[config.mk]
export PLATFORM = sky130hd
export DESIGN_NAME = nand_bus_decoder
export DESIGN_NICKNAME = d
export VERILOG_FILES = /design/src/rtl/nand_dec_pkg.sv /design/src/rtl/nand_sync.sv /design/src/rtl/nand_latch_decode.sv /design/src/rtl/nand_read_pipe.sv /design/src/rtl/nand_bus_decoder.sv
export SDC_FILE = /design/constraint.sdc
export NUM_CORES = 1
export LEC_CHECK = 0
export BUFFER_PORTS_ARGS = -buffer_cell sky130_fd_sc_hd__buf_2
export CORE_MARGIN = 3
export CORE_UTILIZATION = 40
export DETAILED_ROUTE_END_ITERATION = 6
export PLACE_DENSITY_LB_ADDON = 0.2
export SLEW_MARGIN = 25
export SYNTH_ARGS = -nofsm -noshare
export SYNTH_HDL_FRONTEND = slang
export SYNTH_SLANG_ARGS = --single-unit
[constraint.sdc]
create_clock -name clk -period 1.95 [get_ports clk]
set_clock_uncertainty 0.1 [all_clocks]
set_input_delay 0.2925 -clock clk [delete_from_list [all_inputs] [get_ports clk]]
set_output_delay 0.2925 -clock clk [all_outputs]
set_load 0.02 [all_outputs]
[src/rtl/nand_dec_pkg.sv]
package nand_dec_pkg;

  typedef enum logic [1:0] {
    XFER_DATA = 2'b00,
    XFER_ADDR = 2'b01,
    XFER_CMD  = 2'b10,
    XFER_BAD  = 2'b11
  } xfer_t;

  // Meaning of a bus transfer from the {cle, ale} pair.
  function automatic xfer_t classify(input logic cle, input logic ale);
    return xfer_t'({cle, ale});
  endfunction

  function automatic logic rise_of(input logic cur, input logic prev);
    return cur & ~prev;
  endfunction

  function automatic logic any_edge(input logic cur, input logic prev);
    return cur ^ prev;
  endfunction

endpackage

[src/rtl/nand_sync.sv]
module nand_sync #(
  parameter int         W   = 1,
  parameter logic [W-1:0] RST = '0
) (
  input  logic         clk,
  input  logic         rst_n,
  input  logic [W-1:0] d,
  output logic [W-1:0] q,
  output logic [W-1:0] q_prev
);
  logic [W-1:0] meta;

  always_ff @(posedge clk or negedge rst_n) begin
    if (!rst_n) begin
      meta   <= RST;
      q      <= RST;
      q_prev <= RST;
    end else begin
      meta   <= d;
      q      <= meta;
      q_prev <= q;
    end
  end
endmodule

[src/rtl/nand_latch_decode.sv]
module nand_latch_decode
  import nand_dec_pkg::*;
#(
  parameter int DW = 8
) (
  input  logic          clk,
  input  logic          rst_n,
  input  logic          s_ce_n,
  input  logic          s_cle,
  input  logic          s_ale,
  input  logic [DW-1:0] s_dq,
  input  logic          we_rise,
  input  logic          dqs_edge,
  output logic          cmd_valid,
  output logic [DW-1:0] cmd_byte,
  output logic          addr_valid,
  output logic [DW-1:0] addr_byte,
  output logic          data_valid,
  output logic [DW-1:0] data_byte,
  output logic          err_pulse
);
  xfer_t kind;
  assign kind = classify(s_cle, s_ale);

  always_ff @(posedge clk or negedge rst_n) begin
    if (!rst_n) begin
      cmd_valid  <= 1'b0;
      addr_valid <= 1'b0;
      data_valid <= 1'b0;
      err_pulse  <= 1'b0;
      cmd_byte   <= '0;
      addr_byte  <= '0;
      data_byte  <= '0;
    end else begin
      cmd_valid  <= 1'b0;
      addr_valid <= 1'b0;
      data_valid <= 1'b0;
      err_pulse  <= 1'b0;
      if (!s_ce_n) begin
        if (we_rise) begin
          unique case (kind)
            XFER_CMD: begin
              cmd_valid <= 1'b1;
              cmd_byte  <= s_dq;
            end
            XFER_ADDR: begin
              addr_valid <= 1'b1;
              addr_byte  <= s_dq;
            end
            XFER_BAD:  err_pulse <= 1'b1;
            default:   ;
          endcase
        end
        if (dqs_edge && kind == XFER_DATA) begin
          data_valid <= 1'b1;
          data_byte  <= s_dq;
        end
      end
    end
  end
endmodule

[src/rtl/nand_read_pipe.sv]
module nand_read_pipe #(
  parameter int DW  = 8,
  parameter int LAT = 2
) (
  input  logic          clk,
  input  logic          rst_n,
  input  logic          take,
  input  logic [DW-1:0] src_byte,
  input  logic          stop,
  output logic          fire,
  output logic [DW-1:0] dq_out,
  output logic          dqs_out,
  output logic          drv_en
);
  localparam int STAGES = (LAT < 1) ? 1 : LAT;

  logic [STAGES-1:0] vld;
  logic [DW-1:0]     byt [STAGES];

  always_ff @(posedge clk or negedge rst_n) begin
    if (!rst_n) begin
      vld    <= '0;
      byt[0] <= '0;
    end else begin
      vld[0] <= take;
      byt[0] <= src_byte;
    end
  end

  for (genvar g = 1; g < STAGES; g++) begin : g_stage
    always_ff @(posedge clk or negedge rst_n) begin
      if (!rst_n) begin
        vld[g] <= 1'b0;
        byt[g] <= '0;
      end else begin
        vld[g] <= vld[g-1];
        byt[g] <= byt[g-1];
      end
    end
  end

  assign fire = vld[STAGES-1];

  always_ff @(posedge clk or negedge rst_n) begin
    if (!rst_n) begin
      dq_out  <= '0;
      dqs_out <= 1'b0;
      drv_en  <= 1'b0;
    end else if (stop) begin
      dqs_out <= 1'b0;
      drv_en  <= 1'b0;
    end else if (fire) begin
      dq_out  <= byt[STAGES-1];
      dqs_out <= ~dqs_out;
      drv_en  <= 1'b1;
    end
  end
endmodule

[src/rtl/nand_bus_decoder.sv]
module nand_bus_decoder
  import nand_dec_pkg::*;
#(
  parameter int DW     = 8,
  parameter int RD_LAT = 2
) (
  input  logic          clk,
  input  logic          rst_n,
  input  logic          ce_n,
  input  logic          cle,
  input  logic          ale,
  input  logic          we_n,
  input  logic          re_n,
  input  logic          dqs_in,
  input  logic [DW-1:0] dq_in,
  output logic [DW-1:0] dq_out,
  output logic          dqs_out,
  output logic          drv_en,
  output logic          cmd_valid,
  output logic [DW-1:0] cmd_byte,
  output logic          addr_valid,
  output logic [DW-1:0] addr_byte,
  output logic          data_valid,
  output logic [DW-1:0] data_byte,
  output logic          err_pulse,
  output logic          rd_req,
  input  logic [DW-1:0] rd_byte
);
  localparam int SW = DW + 6;
  localparam logic [SW-1:0] SRST = {1'b1, 1'b0, 1'b0, 1'b1, 1'b0, 1'b1, {DW{1'b0}}};

  logic [SW-1:0] raw, cur, prv;
  assign raw = {ce_n, cle, ale, we_n, dqs_in, re_n, dq_in};

  nand_sync #(.W(SW), .RST(SRST)) u_sync (
    .clk(clk), .rst_n(rst_n), .d(raw), .q(cur), .q_prev(prv)
  );

  logic s_ce_n, s_cle, s_ale, s_we, s_dqs, s_re;
  logic p_we, p_dqs, p_re;
  logic [DW-1:0] s_dq;
  assign {s_ce_n, s_cle, s_ale, s_we, s_dqs, s_re, s_dq} = cur;
  assign p_we  = prv[DW+2];
  assign p_dqs = prv[DW+1];
  assign p_re  = prv[DW];

  // Named internal events, used by the bound checker.
  logic evt_we_rise, evt_dqs_edge, evt_re_edge, evt_rd_fire, s_stop;
  assign evt_we_rise  = rise_of(s_we, p_we);
  assign evt_dqs_edge = any_edge(s_dqs, p_dqs);
  assign s_stop       = s_ce_n | s_cle | s_ale;
  assign evt_re_edge  = any_edge(s_re, p_re) & ~s_stop;
  assign rd_req       = evt_re_edge;

  nand_latch_decode #(.DW(DW)) u_dec (
    .clk(clk), .rst_n(rst_n),
    .s_ce_n(s_ce_n), .s_cle(s_cle), .s_ale(s_ale), .s_dq(s_dq),
    .we_rise(evt_we_rise), .dqs_edge(evt_dqs_edge),
    .cmd_valid(cmd_valid), .cmd_byte(cmd_byte),
    .addr_valid(addr_valid), .addr_byte(addr_byte),
    .data_valid(data_valid), .data_byte(data_byte),
    .err_pulse(err_pulse)
  );

  nand_read_pipe #(.DW(DW), .LAT(RD_LAT)) u_rd (
    .clk(clk), .rst_n(rst_n),
    .take(evt_re_edge), .src_byte(rd_byte), .stop(s_stop),
    .fire(evt_rd_fire), .dq_out(dq_out), .dqs_out(dqs_out), .drv_en(drv_en)
  );
endmodule

==> Word level (Yosys, flattened, before mapping) <==
Cells that the tools add are included.
{ "op_classes": {"eq_ne": 3, "mux": 15, "bitwise": 10, "n_reduce_logical": 7} }
{ "op_table": {"columns": ["cell", "count"], "rows": [
  ["1-bit two-way mux", 15],
  ["3-bit AND reduction", 2],
  ["2-bit equality test (second input constant)", 2],
  ["1-bit NOT", 4],
  ["2-bit AND reduction", 2],
  ["1-bit bitwise AND", 2],
  ["2-bit by 1-bit equality test with 1-bit output (second input constant)", 1],
  ["2-bit zero test", 1],
  ["1-bit bitwise OR", 2],
  ["2-bit nonzero test", 1],
  ["1-bit bitwise XOR", 2],
  ["1-bit logical AND", 1]
]} }
{ "totals": {"regBits": 95, "input_bits": 24, "output_inout_bits": 39, "wordCells": 52} }

==> Depth between registers and ports, before layout <==
{ "logic_depth": {"depth_word": 4, "mapped_depth": 4, "ltp_nobuf": 3} }

==> Hierarchy <==
A second synthesis with hierarchy kept.
{ "hier_totals": {"cells_unflattened": 147, "hier_area_um2": 3004.1} }
{ "by_module_without_submodules": {"columns": ["module", "instances", "cells_each", "area_per_inst_um2", "seq_area_each_um2"], "rows": [
  ["nand_sync", 1, 42, 1062.3, 1062.3],
  ["nand_latch_decode", 1, 58, 1037.2, 700.7],
  ["nand_read_pipe", 1, 42, 865.8, 700.7],
  ["nand_bus_decoder", 1, 5, 38.8, 0.0]
]} }

==> Worst setup path before layout <==
No wires, ideal clock.
{ "synth_timing": {"path_kind": "register to register", "from": "register u_sync.q[10]", "to": "register u_dec.addr_byte[0]", "setup_time_ns": 0.125, "arrival_time_ns": 1.512, "t_required_ns": 1.725, "setup_slack_ns": 0.213, "path_stages_with_launch": 5, "path_buffers": 1, "synth_period_minus_slack_ns": 1.737, "cell_sequence": "dfstp_2 > nand2b_4 > or4b_4 > buf_6 > mux2_4"} }
{ "synth_between": {"elab_chain_len": 2} }
{ "synth_rtl": {"columns": ["element", "line", "rtl"], "rows": [
  ["from (decl)", "nand_sync.sv:8", "output logic [W-1:0] q,"],
  ["from (signal assigned)", "nand_sync.sv:20", "q <= meta;"],
  ["1-bit bitwise AND", "nand_dec_pkg.sv:16", "return cur & ~prev;"],
  ["3-bit AND reduction (no line)", null, null],
  ["to (signal assigned)", "nand_latch_decode.sv:48", "addr_byte <= s_dq;"],
  ["to (decl)", "nand_latch_decode.sv:17", "output logic [DW-1:0] addr_byte,"]
]} }
No other way between the ends.
A chain may end at the register's enable or synchronous reset.

==> Final worst setup path <==
{ "layout_timing": {"from": "register u_sync.q[13]", "to": "output port rd_req"} }
{ "layout_between": {"elab_chain_len": 4} }
{ "layout_rtl": {"columns": ["element", "line", "rtl"], "rows": [
  ["1-bit bitwise OR (2 in a row)", "nand_bus_decoder.sv:51", "assign s_stop = s_ce_n | s_cle | s_ale;"],
  ["1-bit NOT (no line)", null, null],
  ["1-bit bitwise AND", "nand_bus_decoder.sv:52", "assign evt_re_edge = any_edge(s_re, p_re) & ~s_stop;"],
  ["to (decl)", "nand_bus_decoder.sv:26", "output logic rd_req,"]
]} }
No other way between the ends.

==> results by group <==
Status
  • Outcome: finished clean

Critical path
  • Setup crit end kind: primary output
  • Reg2reg path depth: 3
  • Worst path required time: 1560 ps
  • Reg-to-Reg Start: u_sync.q[10]
  • Critical Path AT: 1440 ps
  • Worst R2R End: u_dec.addr_byte[0]
  • Startpoint types: flop
  • Worst R2R Setup Slack: 160 ps
  • Critical setup path kind: flop to primary output
  • Crit-path max FO: 5

Route
  • Post-route ant nets: 0
  • WL/cell: 13.91 um
  • DRC: 0
  • Detailed Route WL: 4396 um
  • Drt first pass iters: 4
  • Initial drt markers: 37
  • Vias per inst: 4.396
  • Routed via count: 1,389

Synthesis
  • Post-synthesis sequential area ratio: 0.8007
  • Yosys warnings: 0
  • Synth Flop Type: dfrtp_1
  • Top cells by area, synth: dfrtp_1, mux2_2, dfstp_2, mux2_4, xor2_1
  • Top-count cell post-synth: dfrtp_1
  • Ys async rst share: 1.000
  • Synth top area share: 0.7238
  • Synth unique cells: 16
  • Post-Syn Area: 2731 sq um
  • Mapped Cells: 136
  • Mapped Nets: 160
  • Synth cell count leaders: dfrtp_1, mux2_2, dfstp_2, mux2_4
  • Number of flops mapped to enable cells by yosys: 0
  • Yosys reg bits: 87
  • Leading area contributor after synthesis: dfrtp_1
  • Syn Area/Cell: 20.08 sq um

STA
  • Max_slew headroom: 0.6779
  • Unrepaired setup endpoints after global routing: no
  • Fin. Hold Viols: 0
  • Final setup viols: 0
  • Minimum clock period: 1829 ps
  • Period utilization: 0.9381
  • Final WS setup: 120.7 ps
  • Actual slew at the worst max-slew pin: 483.2 ps
  • Final setup TNS: 0 ps
  • Hold WS: 249.8 ps
  • F_max: 0.5467 GHz
  • Slew Viols, Final: 0

Die
  • Num rows: 29
  • Die extent in x: 88.64 um
  • Chip height: 88.64 um
  • Starting density of the core: 0.4205
  • Die area: 7856 sq um
  • Io pins: 63
  • Placeable Area: 6495 sq um

Clock network
  • Clk_lat worst skew: 340 ps
  • Setup Buffers After CTS: 0
  • CTS Buf Count: 9
  • CTS tree: built
  • # H-tree levels: 3
  • Worst-path clk slew: 80 ps
  • Num Clock Sinks: 87
  • Clock Path Buffers: 2
  • Root Driver: clkbuf_8

Global routing
  • Grt ovf: 0
  • Largest net degree at the start of global routing: 41
  • Total GRT Usage: 0.1258
  • First-pass GRT wire length: 7203 um
  • Antenna violations before repair: 0
  • Vias in the first global route: 1,463

Final layout
  • Diodes inserted: 0
  • Final Util: 0.5548
  • Area of the multi-input gates: 518.0 sq um
  • Layout cells sized above 1: 0.5272
  • Fill cell count: 544
  • Seq. cell area: 2187 sq um
  • Final nets: 258
  • P&R area growth vs syn: 31.93%

Min path
  • Hold_sp: u_sync.meta[0]
  • Hold path endpoint: u_sync.q[0]
  • Hold Crit Class: flop to flop
  • WHS Path Cells: 0

Placement
  • Post-place setup slack: 165.8 ps
  • Port buffer count: 62
  • Dpl hpwl: 2951 um
  • Placer Congestion: 0.7795

Power and ir drop
  • Clock power share: 0.317
  • Max IR drop VDD: 0.5448 mV
  • Sw frac: 0.2588
  • Psw: 1.033 mW
  • Lkg Pwr: 1.798 nW
  • Register share of total power: 0.527
  • Power density over the cells: 1108 nW/um^2
  • Gate power share: 0.156
  • Cell Int Power: 2.959 mW

Flow run
  • Maximum capacitance violations: 0
critical path, stage by stage, from the launching register on:
cell     delay [ps]
dfstp_2         590
nor3_1           60
buf_4           150
and2_1          140
buf_2           160
placed cells by master, fill, tap and decap left out:
master,instances
buf_12,1
dlygate4sd3_1,23
nand2_2,1
clkbuf_8,11
or4b_4,1
nor3_1,1
dfstp_2,8
and4bb_2,1
bufinv_16,1
xor2_1,3
o21a_1,1
dfrtp_1,79
inv_1,2
inv_6,1
buf_2,61
mux2_4,8
nand2b_4,1
clkbuf_1,1
mux2_2,24
clkinvlp_4,2
and2_1,3
nor4b_4,1
buf_4,4
registers in the layout, summed over array words and instances (netlist names), 3 cells and up:
| register | cells |
|---|---|
| u_dec.addr_byte | 8 |
| u_dec.cmd_byte | 8 |
| u_dec.data_byte | 8 |
| u_rd.byt | 16 |
| u_rd.dq_out | 8 |
| u_sync.meta | 14 |
| u_sync.q | 14 |
| u_sync.q_prev | 3 |
what timing repair did:
item | CTS | global route
hold buffers | 23 | 0
resized for setup | 0 | 0
endpoints found under the hold margin | 52 | 0
cell type report:
cell class	count	share of cell area
sequential	87	0.6069
timing repair buffer	89	0.1625
multi-input combinational	45	0.1437
clock buffer	12	0.04306
tap	77	0.02674
clock inverter	4	0.01493
inverter	2	0.002083
worst max-delay path by stage:
stage / startpoint / endpoint / slack (ps)
6_report: u_sync.q[13] / rd_req / 120
2_1_floorplan: u_sync.q[10] / u_dec.addr_byte[0] / 210
3_3_place_gp: u_sync.q[10] / u_dec.addr_byte[1] / 190
5_1_grt: u_sync.q[11] / rd_req / 20
4_1_cts: u_sync.q[13] / rd_req / 90
3_5_place_dp: u_sync.q[10] / u_dec.addr_byte[1] / 170
metrics by stage:
step                      instance area (sq um)  std cells  power, mW
after global routing                       3603        316      4.200
after global placement                     3164        277      2.715
final                                      3603        316      3.992
after floorplan                            2731        136      2.474
after detailed placement                   3164        277      2.740
after CTS                                  3603        316      4.065
logic make-up (layout without fill, tap and decap cells):
kind of cell           Yosys count  after routing  synth area share
AO/OA/AOI/OAI                    1              1          0.002750
XOR/XNOR                         3              3          0.009622
buffers and inverters            4            107          0.009622
flip-flops                      87             87            0.8007
multiplexers                    32             32            0.1429
AND/OR/NAND/NOR                  9              9           0.03435
layer usage:
| metal | vias to the layer above | global-route usage | share of wire |
|---|---|---|---|
| li1 | 651 | - | - |
| met1 | 677 | 0.1587 | 0.44 |
| met2 | 53 | 0.1849 | 0.46 |
| met3 | 8 | 0.06983 | 0.083 |
| met4 | 0 | 0.04121 | 0.013 |
| met5 | - | 0 | 0 |
power by group through the flow:
stage,registers [mW],clock network [mW],logic [mW]
after global placement,2.13,0,0.586
after CTS,2.11,1.32,0.635
final,2.10,1.26,0.624
after floorplan,2.31,0,0.164
after global routing,2.13,1.40,0.669
after detailed placement,2.14,0,0.599
Power figures use the tool's default switching activity.
